==> config.mk <==
export PLATFORM = sky130hd
export DESIGN_NAME = seg_ea_gen
export DESIGN_NICKNAME = d
export VERILOG_FILES = /design/src/rtl/seg_ea_gen.sv
export SDC_FILE = /design/constraint.sdc
export NUM_CORES = 1
export LEC_CHECK = 0
export ABC_AREA = 1
export BUFFER_PORTS_ARGS = -buffer_cell sky130_fd_sc_hd__buf_2
export CAP_MARGIN = 5
export CORE_MARGIN = 10
export CORE_UTILIZATION = 31
export CTS_CLUSTER_DIAMETER = 40
export DETAILED_ROUTE_END_ITERATION = 12
export PLACE_DENSITY = 0.53
export SETUP_SLACK_MARGIN = 0.02
export SKIP_LAST_GASP = 1
export SLEW_MARGIN = 10
export SYNTH_ARGS = -nofsm -noshare
export SYNTH_HDL_FRONTEND = slang
export SYNTH_SLANG_ARGS = --single-unit
==> constraint.sdc <==
create_clock -name clk -period 13.6 [get_ports clk]
set_clock_uncertainty 0.15 [all_clocks]
set_input_delay 0.68 -clock clk [delete_from_list [all_inputs] [get_ports clk]]
set_output_delay 0.68 -clock clk [all_outputs]
set_load 0.01 [all_outputs]
==> src/rtl/seg_ea_gen.sv <==
module seg_ea_gen #(
  parameter int OFS_W     = 16,
  parameter int SEG_SHIFT = 4
) (
  input  logic                       clk,
  input  logic                       rst_n,
  input  logic [OFS_W-1:0]           reg_bx,
  input  logic [OFS_W-1:0]           reg_bp,
  input  logic [OFS_W-1:0]           reg_si,
  input  logic [OFS_W-1:0]           reg_di,
  input  logic [OFS_W-1:0]           seg_es,
  input  logic [OFS_W-1:0]           seg_cs,
  input  logic [OFS_W-1:0]           seg_ss,
  input  logic [OFS_W-1:0]           seg_ds,
  input  logic [3:0]                 mode,
  input  logic [1:0]                 disp_kind,
  input  logic [OFS_W-1:0]           disp,
  input  logic                       ovr_en,
  input  logic [1:0]                 ovr_sel,
  output logic [OFS_W-1:0]           ea_offset,
  output logic [OFS_W-1:0]           ea_segment,
  output logic [OFS_W+SEG_SHIFT-1:0] phys_addr,
  output logic                       mode_bad
);
  localparam int PA_W = OFS_W + SEG_SHIFT;

  logic [OFS_W-1:0] base_v, index_v, disp_v, off_n, seg_n;
  logic [PA_W-1:0]  phys_n;
  logic             stack_based, direct, bad_n;

  always_comb begin
    base_v      = '0;
    index_v     = '0;
    stack_based = 1'b0;
    direct      = 1'b0;
    bad_n       = 1'b0;
    case (mode)
      4'd0: begin base_v = reg_bx; index_v = reg_si; end
      4'd1: begin base_v = reg_bx; index_v = reg_di; end
      4'd2: begin base_v = reg_bp; index_v = reg_si; stack_based = 1'b1; end
      4'd3: begin base_v = reg_bp; index_v = reg_di; stack_based = 1'b1; end
      4'd4: index_v = reg_si;
      4'd5: index_v = reg_di;
      4'd6: begin base_v = reg_bp; stack_based = 1'b1; end
      4'd7: base_v = reg_bx;
      4'd8: direct = 1'b1;
      default: bad_n = 1'b1;
    endcase
    if (!direct && disp_kind == 2'd3) bad_n = 1'b1;
  end

  always_comb begin
    case (disp_kind)
      2'd1:    disp_v = {{(OFS_W-8){disp[7]}}, disp[7:0]};
      2'd2:    disp_v = disp;
      default: disp_v = '0;
    endcase
  end

  always_comb begin
    if (ovr_en) begin
      case (ovr_sel)
        2'd0:    seg_n = seg_es;
        2'd1:    seg_n = seg_cs;
        2'd2:    seg_n = seg_ss;
        default: seg_n = seg_ds;
      endcase
    end else begin
      seg_n = stack_based ? seg_ss : seg_ds;
    end
  end

  assign off_n  = direct ? disp : base_v + index_v + disp_v;
  assign phys_n = ({{SEG_SHIFT{1'b0}}, seg_n} << SEG_SHIFT) + {{SEG_SHIFT{1'b0}}, off_n};

  always_ff @(posedge clk) begin
    if (!rst_n) begin
      ea_offset  <= '0;
      ea_segment <= '0;
      phys_addr  <= '0;
      mode_bad   <= 1'b0;
    end else begin
      mode_bad   <= bad_n;
      ea_offset  <= bad_n ? '0 : off_n;
      ea_segment <= bad_n ? '0 : seg_n;
      phys_addr  <= bad_n ? '0 : phys_n;
    end
  end

  assert_phys_sum_R10: assert property (@(posedge clk) disable iff (!rst_n)
    phys_addr == PA_W'(({{SEG_SHIFT{1'b0}}, ea_segment} << SEG_SHIFT) + {{SEG_SHIFT{1'b0}}, ea_offset}));

  assert_bad_zeroes_R11: assert property (@(posedge clk) disable iff (!rst_n)
    mode_bad |-> (ea_offset == '0 && ea_segment == '0 && phys_addr == '0));

  assert_illegal_mode_R11: assert property (@(posedge clk) disable iff (!rst_n)
    (mode > 4'd8) |=> mode_bad);

  assert_direct_offset_R6: assert property (@(posedge clk) disable iff (!rst_n)
    (mode == 4'd8) |=> (!mode_bad && ea_offset == $past(disp)));

  assert_stack_default_R7: assert property (@(posedge clk) disable iff (!rst_n)
    (!ovr_en && disp_kind != 2'd3 && (mode == 4'd2 || mode == 4'd3 || mode == 4'd6))
      |=> (ea_segment == $past(seg_ss)));

  assert_override_es_R8: assert property (@(posedge clk) disable iff (!rst_n)
    (ovr_en && ovr_sel == 2'd0 && mode <= 4'd8 && (mode == 4'd8 || disp_kind != 2'd3))
      |=> (ea_segment == $past(seg_es)));
endmodule

==> flow_summary.json, run 1 <==
{
  "status": "completed",
  "grt_pass1_vias": 5358,
  "max_freq_mhz": 182,
  "firstDrtPassIters": 5,
  "grt_max_degree": 39,
  "synth-edff-count": 0,
  "areaGrowthSynthToFinish_pct": 28.0,
  "finalCriticalPeriod_ns": 5.48,
  "leakagePower_uw": 0.00361,
  "synth_cells": 802,
  "critPathLaunchType": "primary input",
  "synthTopCellsByArea": "dfxtp_1, nand2_1, inv_1, ha_1, fa_1",
  "viasPerCell": 4.41,
  "rsz0062_at_grt": "no",
  "timing.hold.ws_ns": 0.459,
  "critPathKind": "primary input to register",
  "grt_pass1_wl_mm": 27.9,
  "synth-main-ff-cell": "dfxtp_1",
  "globalplace.congestion": 0.849,
  "antenna_found_initial": 1,
  "maxCapViolCount": 0,
  "cp_top_family": "simple AND/OR/NAND/NOR gates",
  "worstSetupEndpointType": "register",
  "initial_utilization_pct": 32.0,
  "synth_nets": 1002,
  "grt-busiest-layer": "met2",
  "rows": 45,
  "use_met1_pct": 20.2,
  "power_density_mw_per_mm2": 94.0,
  "finalCoreUtilization_pct": 40.9,
  "final_cell_mix": "buf_2, nand2_1, inv_1",
  "seq_area_frac_synth_pct": 20.0,
  "report.final.slew_viol_count": 0,
  "antenna_left": 0,
  "clk_pin_slew_ns": 0.07,
  "synth_seq_cells": 49,
  "max-vdd-ir-drop_v": 0.0000720,
  "chipWidth_microns": 146,
  "max_stage_delay_ns": 0.70,
  "yosysTopAreaCell": "dfxtp_1",
  "synth_cell_types": 39,
  "drc_errors": 0,
  "grt_usage_pct": 15.8,
  "max_slew_margin_pct": 39.5,
  "cp_num_buf_inv": 5,
  "finalWirelength_mm": 17.5,
  "synth_area_per_cell_sq_um": 6.13,
  "numCtsBuffers": 5,
  "worst_pin_slew_ns": 0.905,
  "drt_iter0_drc": 218,
  "die_h_microns": 146,
  "synth_area_sq_mm": 0.00491,
  "fin_tns_setup_ns": 0,
  "h-tree-depth": 2,
  "finalSetupViolCount": 0,
  "port_buffers": 207,
  "critPathMostFrequentCell": "nand2_1",
  "num-nets-final": 1190,
  "ys_async_sr_fraction_pct": 0,
  "dieArea_sq_mm": 0.0213,
  "arrival_ns": 5.52,
  "grt_remaining_overflow": 0,
  "postCtsHoldBufs": 0,
  "period_share_pct": 40.3,
  "post-cts-setup-buffers": 0,
  "use_met3_pct": 3.29,
  "vias": 5304,
  "cts_resized": 0,
  "crit_fanout": 16,
  "cts_tree": "done",
  "dp_hpwl_mm": 15.3,
  "met2_usage_pct": 26.7,
  "synth_top_area_share_pct": 20.0,
  "min_path_type": "primary input to register",
  "drive_above_1_share_pct": 25.5,
  "crit_required_ns": 13.64,
  "clock_path_buffers": 2,
  "cts-root-buf": "clkbuf_16",
  "wire_per_inst_microns": 14.5,
  "core_sq_mm": 0.0154,
  "ys_warn_count": 0,
  "slowest_stage": "nor2_1",
  "final_common_cell": "buf_2",
  "clock-sinks": 49,
  "io_pins": 208,
  "hold_viol_final": 0
}
-- metal layers --
| layer | wire length (microns) | vias to the layer above |
|---|---|---|
| met1 | 8050 | 2281 |
| met5 | 0 | - |
| met4 | 191 | 0 |
| met3 | 940 | 10 |
| met2 | 8280 | 118 |
| li1 | - | 2895 |
-- metrics by stage --
| step | power, uW | instances | instance area, sq um | setup WS (ns) |
|---|---|---|---|---|
| 6_report | 591 | 1203 | 6290 | 8.12 |
| 2_1_floorplan | 350 | 802 | 4910 | 8.38 |
| 4_1_cts | 598 | 1202 | 6290 | 8.10 |
| 5_1_grt | 647 | 1203 | 6290 | 7.50 |
| 3_5_place_dp | 436 | 1194 | 6090 | 7.82 |
| 3_3_place_gp | 436 | 1194 | 6090 | 7.87 |
-- cell usage after synthesis, types with 2 or more instances --
| library cell | count |
|---|---|
| a21oi_1 | 57 |
| a221oi_1 | 8 |
| a22o_1 | 2 |
| and2_4 | 2 |
| buf_2 | 5 |
| buf_4 | 5 |
| clkbuf_1 | 16 |
| dfxtp_1 | 49 |
| fa_1 | 17 |
| ha_1 | 28 |
| inv_1 | 159 |
| inv_2 | 10 |
| nand2_1 | 199 |
| nand2_2 | 8 |
| nand3_1 | 63 |
| nand3_2 | 5 |
| nand4_1 | 7 |
| nor2_1 | 55 |
| nor2_2 | 3 |
| nor2_4 | 2 |
| nor3_1 | 4 |
| o211ai_1 | 8 |
| o211ai_2 | 2 |
| o21ai_0 | 61 |
| o21ai_1 | 2 |
| o21ai_2 | 2 |
| o21bai_1 | 3 |
| xnor2_1 | 5 |
| xor2_1 | 5 |
-- registers in the layout, summed over array words and instances (netlist names) --
signal / cells
ea_segment: 16
phys_addr: 16
mode_bad: 1
ea_offset: 16
-- cells by family after synthesis --
group,Yosys count,share of synthesized area (%)
AND/OR/NAND/NOR,351,31.0
adder cells (fa/ha/maj),45,14.1
buffers and inverters,196,15.5
flip-flops,49,20.0
AO/OA/AOI/OAI,151,17.7
XOR/XNOR,10,1.78
-- final timing paths --
path,start,endpoint,slack (ns),depth (start not counted)
max,mode[0],phys_addr[18],8.12,30
min,rst_n,mode_bad,0.46,3
-- layout make-up --
| type | instances | area [sq um] |
|---|---|---|
| fill | 1730 | 9080 |
| multi-input combinational | 557 | 3170 |
| timing repair buffer | 208 | 1040 |
| sequential | 49 | 981 |
| inverter | 169 | 634 |
| tap | 211 | 264 |
| clock buffer | 5 | 125 |
| clock inverter | 3 | 68.8 |
| antenna | 1 | 2.50 |
-- power by group --
group          total [uW]  internal, uW  switching, uW
combinational         273           103            170
sequential            160           157           2.91
clock                 159           106           52.9
Power figures use the tool's default switching activity.
==> run 2, diff against run 1 <==
Clock period 13.6 ns to 5.72 ns, I/O delays scaled along.
==> flow_summary.json, run 2 (same netlist as run 1, synthesis figures left out) <==
{
  "final_common_cell": "buf_2",
  "antenna_left": 0,
  "firstDrtPassIters": 5,
  "rsz0062_at_grt": "no",
  "cts_tree": "done",
  "cts-root-buf": "clkbuf_16",
  "cts_resized": 0,
  "p_clk_share_pct": 22.3,
  "num-nets-final": 1195,
  "antenna_found_initial": 0,
  "critPathLaunchType": "primary input",
  "period_share_pct": 87.9,
  "max_stage_delay_ns": 0.54,
  "num_antenna_cells": 0,
  "clock-sinks": 49,
  "vias": 5364,
  "fill_cells": 1709,
  "pwr-share-seq_pct": 28.7,
  "reg_top3": "ea_offset (16), ea_segment (16), phys_addr (16)",
  "io_pins": 208,
  "sw_frac_of_total_pct": 40.8,
  "highest_layer": "met4",
  "clk_pin_slew_ns": 0.07,
  "worst_pin_slew_ns": 0.628,
  "max-vdd-ir-drop_v": 0.000114,
  "finalSetupViolCount": 0,
  "crit_required_ns": 5.77,
  "leakagePower_uw": 0.00361,
  "die_h_microns": 146,
  "finalCriticalPeriod_ns": 5.03,
  "hold_viol_final": 0,
  "drt_iter0_drc": 239,
  "final_cell_mix": "buf_2, nand2_1, inv_1",
  "internal_power_uw": 784,
  "wl_met1_mm": 7.99,
  "rows": 45,
  "report.final.slew_viol_count": 0,
  "grt_max_degree": 29,
  "chipWidth_microns": 146,
  "max_freq_mhz": 199,
  "arrival_ns": 5.08,
  "core_sq_mm": 0.0154,
  "drc_errors": 0,
  "numCtsBuffers": 5,
  "whs_path_depth": 3,
  "areaGrowthSynthToFinish_pct": 27.9,
  "fin_tns_setup_ns": 0,
  "wl_met3_mm": 1.09,
  "maxCapViolCount": 0,
  "power_density_mw_per_mm2": 211,
  "crit_fanout": 8,
  "finalWirelength_mm": 17.4,
  "worstSetupEndpointType": "register",
  "clock_path_buffers": 2,
  "stdcell_count": 1207,
  "grt_pass1_wl_mm": 28.0,
  "wl_met2_mm": 8.08,
  "status": "completed",
  "h-tree-depth": 2,
  "wire_per_inst_microns": 14.4,
  "min_path_type": "primary input to register",
  "comb_power_share_pct": 49.0,
  "slowest_stage": "fa_1",
  "critPathKind": "primary input to register",
  "port_buffers": 207,
  "post-cts-setup-buffers": 0,
  "dieArea_sq_mm": 0.0213,
  "critPathMostFrequentCell": "nand2_1",
  "p_sw_uw": 540,
  "max_slew_margin_pct": 58.1,
  "grt_pass1_vias": 5520,
  "globalplace.congestion": 0.849,
  "drive_above_1_share_pct": 25.9,
  "placed_cells": 1199,
  "initial_utilization_pct": 32.0,
  "dp_hpwl_mm": 15.4,
  "grt_remaining_overflow": 0,
  "viasPerCell": 4.44,
  "grt_usage_pct": 15.8,
  "postCtsHoldBufs": 0
}
## run 2: changes by cell type in the layout (fill, tap and decap cells not counted)
cell        before  now
bufinv_16        2    0
buf_4            1    6
diode_2          1    0
clkinv_4         0    1
clkinvlp_4       0    1
## run 2: worst paths after layout
path | slack (ns) | endpoint | start
max | 0.69 | phys_addr[18] | disp_kind[0]
min | 0.06 | mode_bad | rst_n
## run 2: final cells by class
cell class | instances | area [sq um] | share of cell area, %
Timing Repair Buffer | 213 | 1080 | 17.2
Inverter | 169 | 634 | 10.1
Clock buffer | 5 | 125 | 1.99
Clock inverter | 3 | 25.0 | 0.398
Sequential cell | 49 | 981 | 15.6
Tap cell | 211 | 264 | 4.20
Multi-Input combinational cell | 557 | 3170 | 50.5
## run 2: per-layer routing
metal / vias up / global-route usage, %
met5: - / 0
met4: 0 / 3.59
met3: 12 / 3.82
met2: 138 / 26.4
met1: 2300 / 20.1
li1: 2914 / -
## run 2: per-stage QoR
stage	utilization (%)	setup slack [ns]	power, uW	area (sq um)	hold WS [ns]
after floorplan	-	0.898	833	4910	0.248
after global placement	39.9	0.493	1040	6130	0.367
after detailed placement	39.9	0.375	1040	6130	0.368
after CTS	40.9	0.671	1340	6280	0.0564
after global routing	40.9	0.154	1450	6280	0.0594
final	40.9	0.690	1320	6280	0.0646
## run 2: critical path, delay by kind of cell
kind                       cells  cell delay, ns
AOI/OAI and AO/OA              3            0.47
adders and majority gates      5            2.00
buffers and inverters          7            0.66
and+or+nand+nor               17            1.65
## run 2: power by group through the flow
stage               logic [uW]  clock network [uW]  registers [uW]
detailed placement         650                   0             388
CTS                        653                 304             380
global placement           650                   0             388
floorplan                  427                   0             406
finish                     649                 296             380
global route               753                 318             383
==> run 3, diff against run 2 <==
==> constraint.sdc (replaced) <==
create_clock -name clk -period 5.72 [get_ports clk]
set_clock_uncertainty 0.15 [all_clocks]
set_input_delay 1.144 -clock clk [delete_from_list [all_inputs] [get_ports clk]]
set_output_delay 1.144 -clock clk [all_outputs]
set_load 0.01 [all_outputs]
==> flow_summary.json, run 3 (same netlist as run 1, synthesis figures left out) <==
{
  "finalPower_uw": 1380,
  "clock-sinks": 49,
  "dieArea_sq_mm": 0.0213,
  "comb_power_share_pct": 51.0,
  "reg_top3": "ea_offset (16), ea_segment (16), phys_addr (16)",
  "rows": 45,
  "wire_per_inst_microns": 14.4,
  "globalplace.congestion": 0.848,
  "finalCoreUtilization_pct": 42.2,
  "sw_frac_of_total_pct": 40.3,
  "initial_utilization_pct": 32.0,
  "io_pins": 208,
  "use_met3_pct": 3.01,
  "dpl_cell_area_sq_mm": 0.00630,
  "crit_fanout": 6,
  "p_sw_uw": 555,
  "timing.hold.ws_ns": 0.922,
  "numCtsBuffers": 5,
  "grt_pass1_vias": 5416,
  "grt_remaining_overflow": 0,
  "met2_usage_pct": 26.6,
  "final_cell_mix": "buf_2, nand2_1, inv_1",
  "grt_usage_pct": 16.0,
  "report.final.slew_viol_count": 0,
  "finalWirelength_mm": 17.7,
  "max_slew_margin_pct": 53.6,
  "post-cts-setup-buffers": 0,
  "cts-root-buf": "clkbuf_16",
  "cts_tree": "done",
  "grt_pass1_wl_mm": 28.0,
  "use_met1_pct": 20.4,
  "fin_area_sq_mm": 0.00649,
  "critPathMostFrequentCell": "inv_1",
  "core_sq_mm": 0.0154,
  "crit_required_ns": 5.76,
  "min_path_type": "primary input to register",
  "rsz0062_at_grt": "no",
  "antenna_found_initial": 1,
  "finalSetupViolCount": 0,
  "drt_iter0_drc": 232,
  "worstHoldStart": "rst_n",
  "port_buffers": 207,
  "h-tree-depth": 2,
  "num-nets-final": 1218,
  "arrival_ns": 5.34,
  "max-vdd-ir-drop_v": 0.000114,
  "hold_end": "mode_bad",
  "vias": 5469,
  "period_share_pct": 92.7,
  "power_density_mw_per_mm2": 212,
  "clk_pin_slew_ns": 0.07,
  "critPathLaunchType": "primary input",
  "whs_path_depth": 3,
  "finalCriticalPeriod_ns": 5.30,
  "max_stage_delay_ns": 0.53,
  "viasPerCell": 4.44,
  "antenna_left": 0,
  "chipWidth_microns": 146,
  "hold_viol_final": 0,
  "critPathKind": "primary input to register",
  "worst_pin_slew_ns": 0.695,
  "clock_path_buffers": 2,
  "worstSetupEndpointType": "register",
  "internal_power_uw": 823,
  "grt-busiest-layer": "met2",
  "max_freq_mhz": 189,
  "grt_max_degree": 26,
  "die_h_microns": 146,
  "leakagePower_uw": 0.00374,
  "final_common_cell": "buf_2",
  "dp_hpwl_mm": 15.8,
  "slowest_stage": "fa_1",
  "status": "completed",
  "pwr-share-seq_pct": 27.5,
  "p_clk_share_pct": 21.5,
  "drive_above_1_share_pct": 28.3,
  "areaGrowthSynthToFinish_pct": 32.1,
  "firstDrtPassIters": 5,
  "drc_errors": 0,
  "maxCapViolCount": 0
}
==> run 3: metrics by stage <==
stage	setup TNS [ns]	setup slack, ns	cells
final	0	0.420	1231
after global routing	0	0.0463	1231
after CTS	0	0.227	1230
after detailed placement	-0.171	-0.0795	1222
after global placement	-0.00811	-0.00811	1222
after floorplan	0	0.0396	802
==> run 3: worst max-delay path by stage <==
stage                       startpoint             to  cells past startpoint
final                     disp_kind[0]  phys_addr[19]                     30
after global placement    disp_kind[0]  phys_addr[18]                     32
after global routing      disp_kind[0]  phys_addr[18]                     32
after floorplan                mode[3]  phys_addr[18]                     33
after CTS                 disp_kind[0]  phys_addr[18]                     32
after detailed placement  disp_kind[0]  phys_addr[18]                     32
==> run 3: power by group through the flow <==
stage	Sequential [uW]	Combinational, uW	Clock, uW
after global routing	383	804	320
after global placement	387	695	0
after detailed placement	388	697	0
after floorplan	406	427	0
after CTS	380	701	303
final	380	703	296
==> run 3: layer usage <==
layer | routed length, microns | up-vias
met5 | 0 | -
met4 | 344 | 0
met3 | 932 | 17
met2 | 8250 | 147
met1 | 8190 | 2355
li1 | - | 2950
==> run 3: final cells by class <==
type | count | area, sq um
inverter | 169 | 634
tap | 211 | 264
fill | 1753 | 8880
clock inverter | 3 | 25.0
antenna | 1 | 2.50
sequential | 49 | 981
clock buffer | 5 | 125
timing repair buffer | 236 | 1250
multi-input combinational | 557 | 3200
==> run 3: repair_timing <==
action | CTS | global route
setup endpoints to repair | 0 | 7
gates resized for setup | 0 | 10
hold buffers | 0 | 0
==> run 3: critical path: cells and delay by family <==
family                   cells  cell delay [ns]
buffers and inverters        8             0.64
AO/OA/AOI/OAI                6             0.83
AND/OR/NAND/NOR             11             1.07
adder cells (fa/ha/maj)      4             1.51
XOR/XNOR                     1             0.13
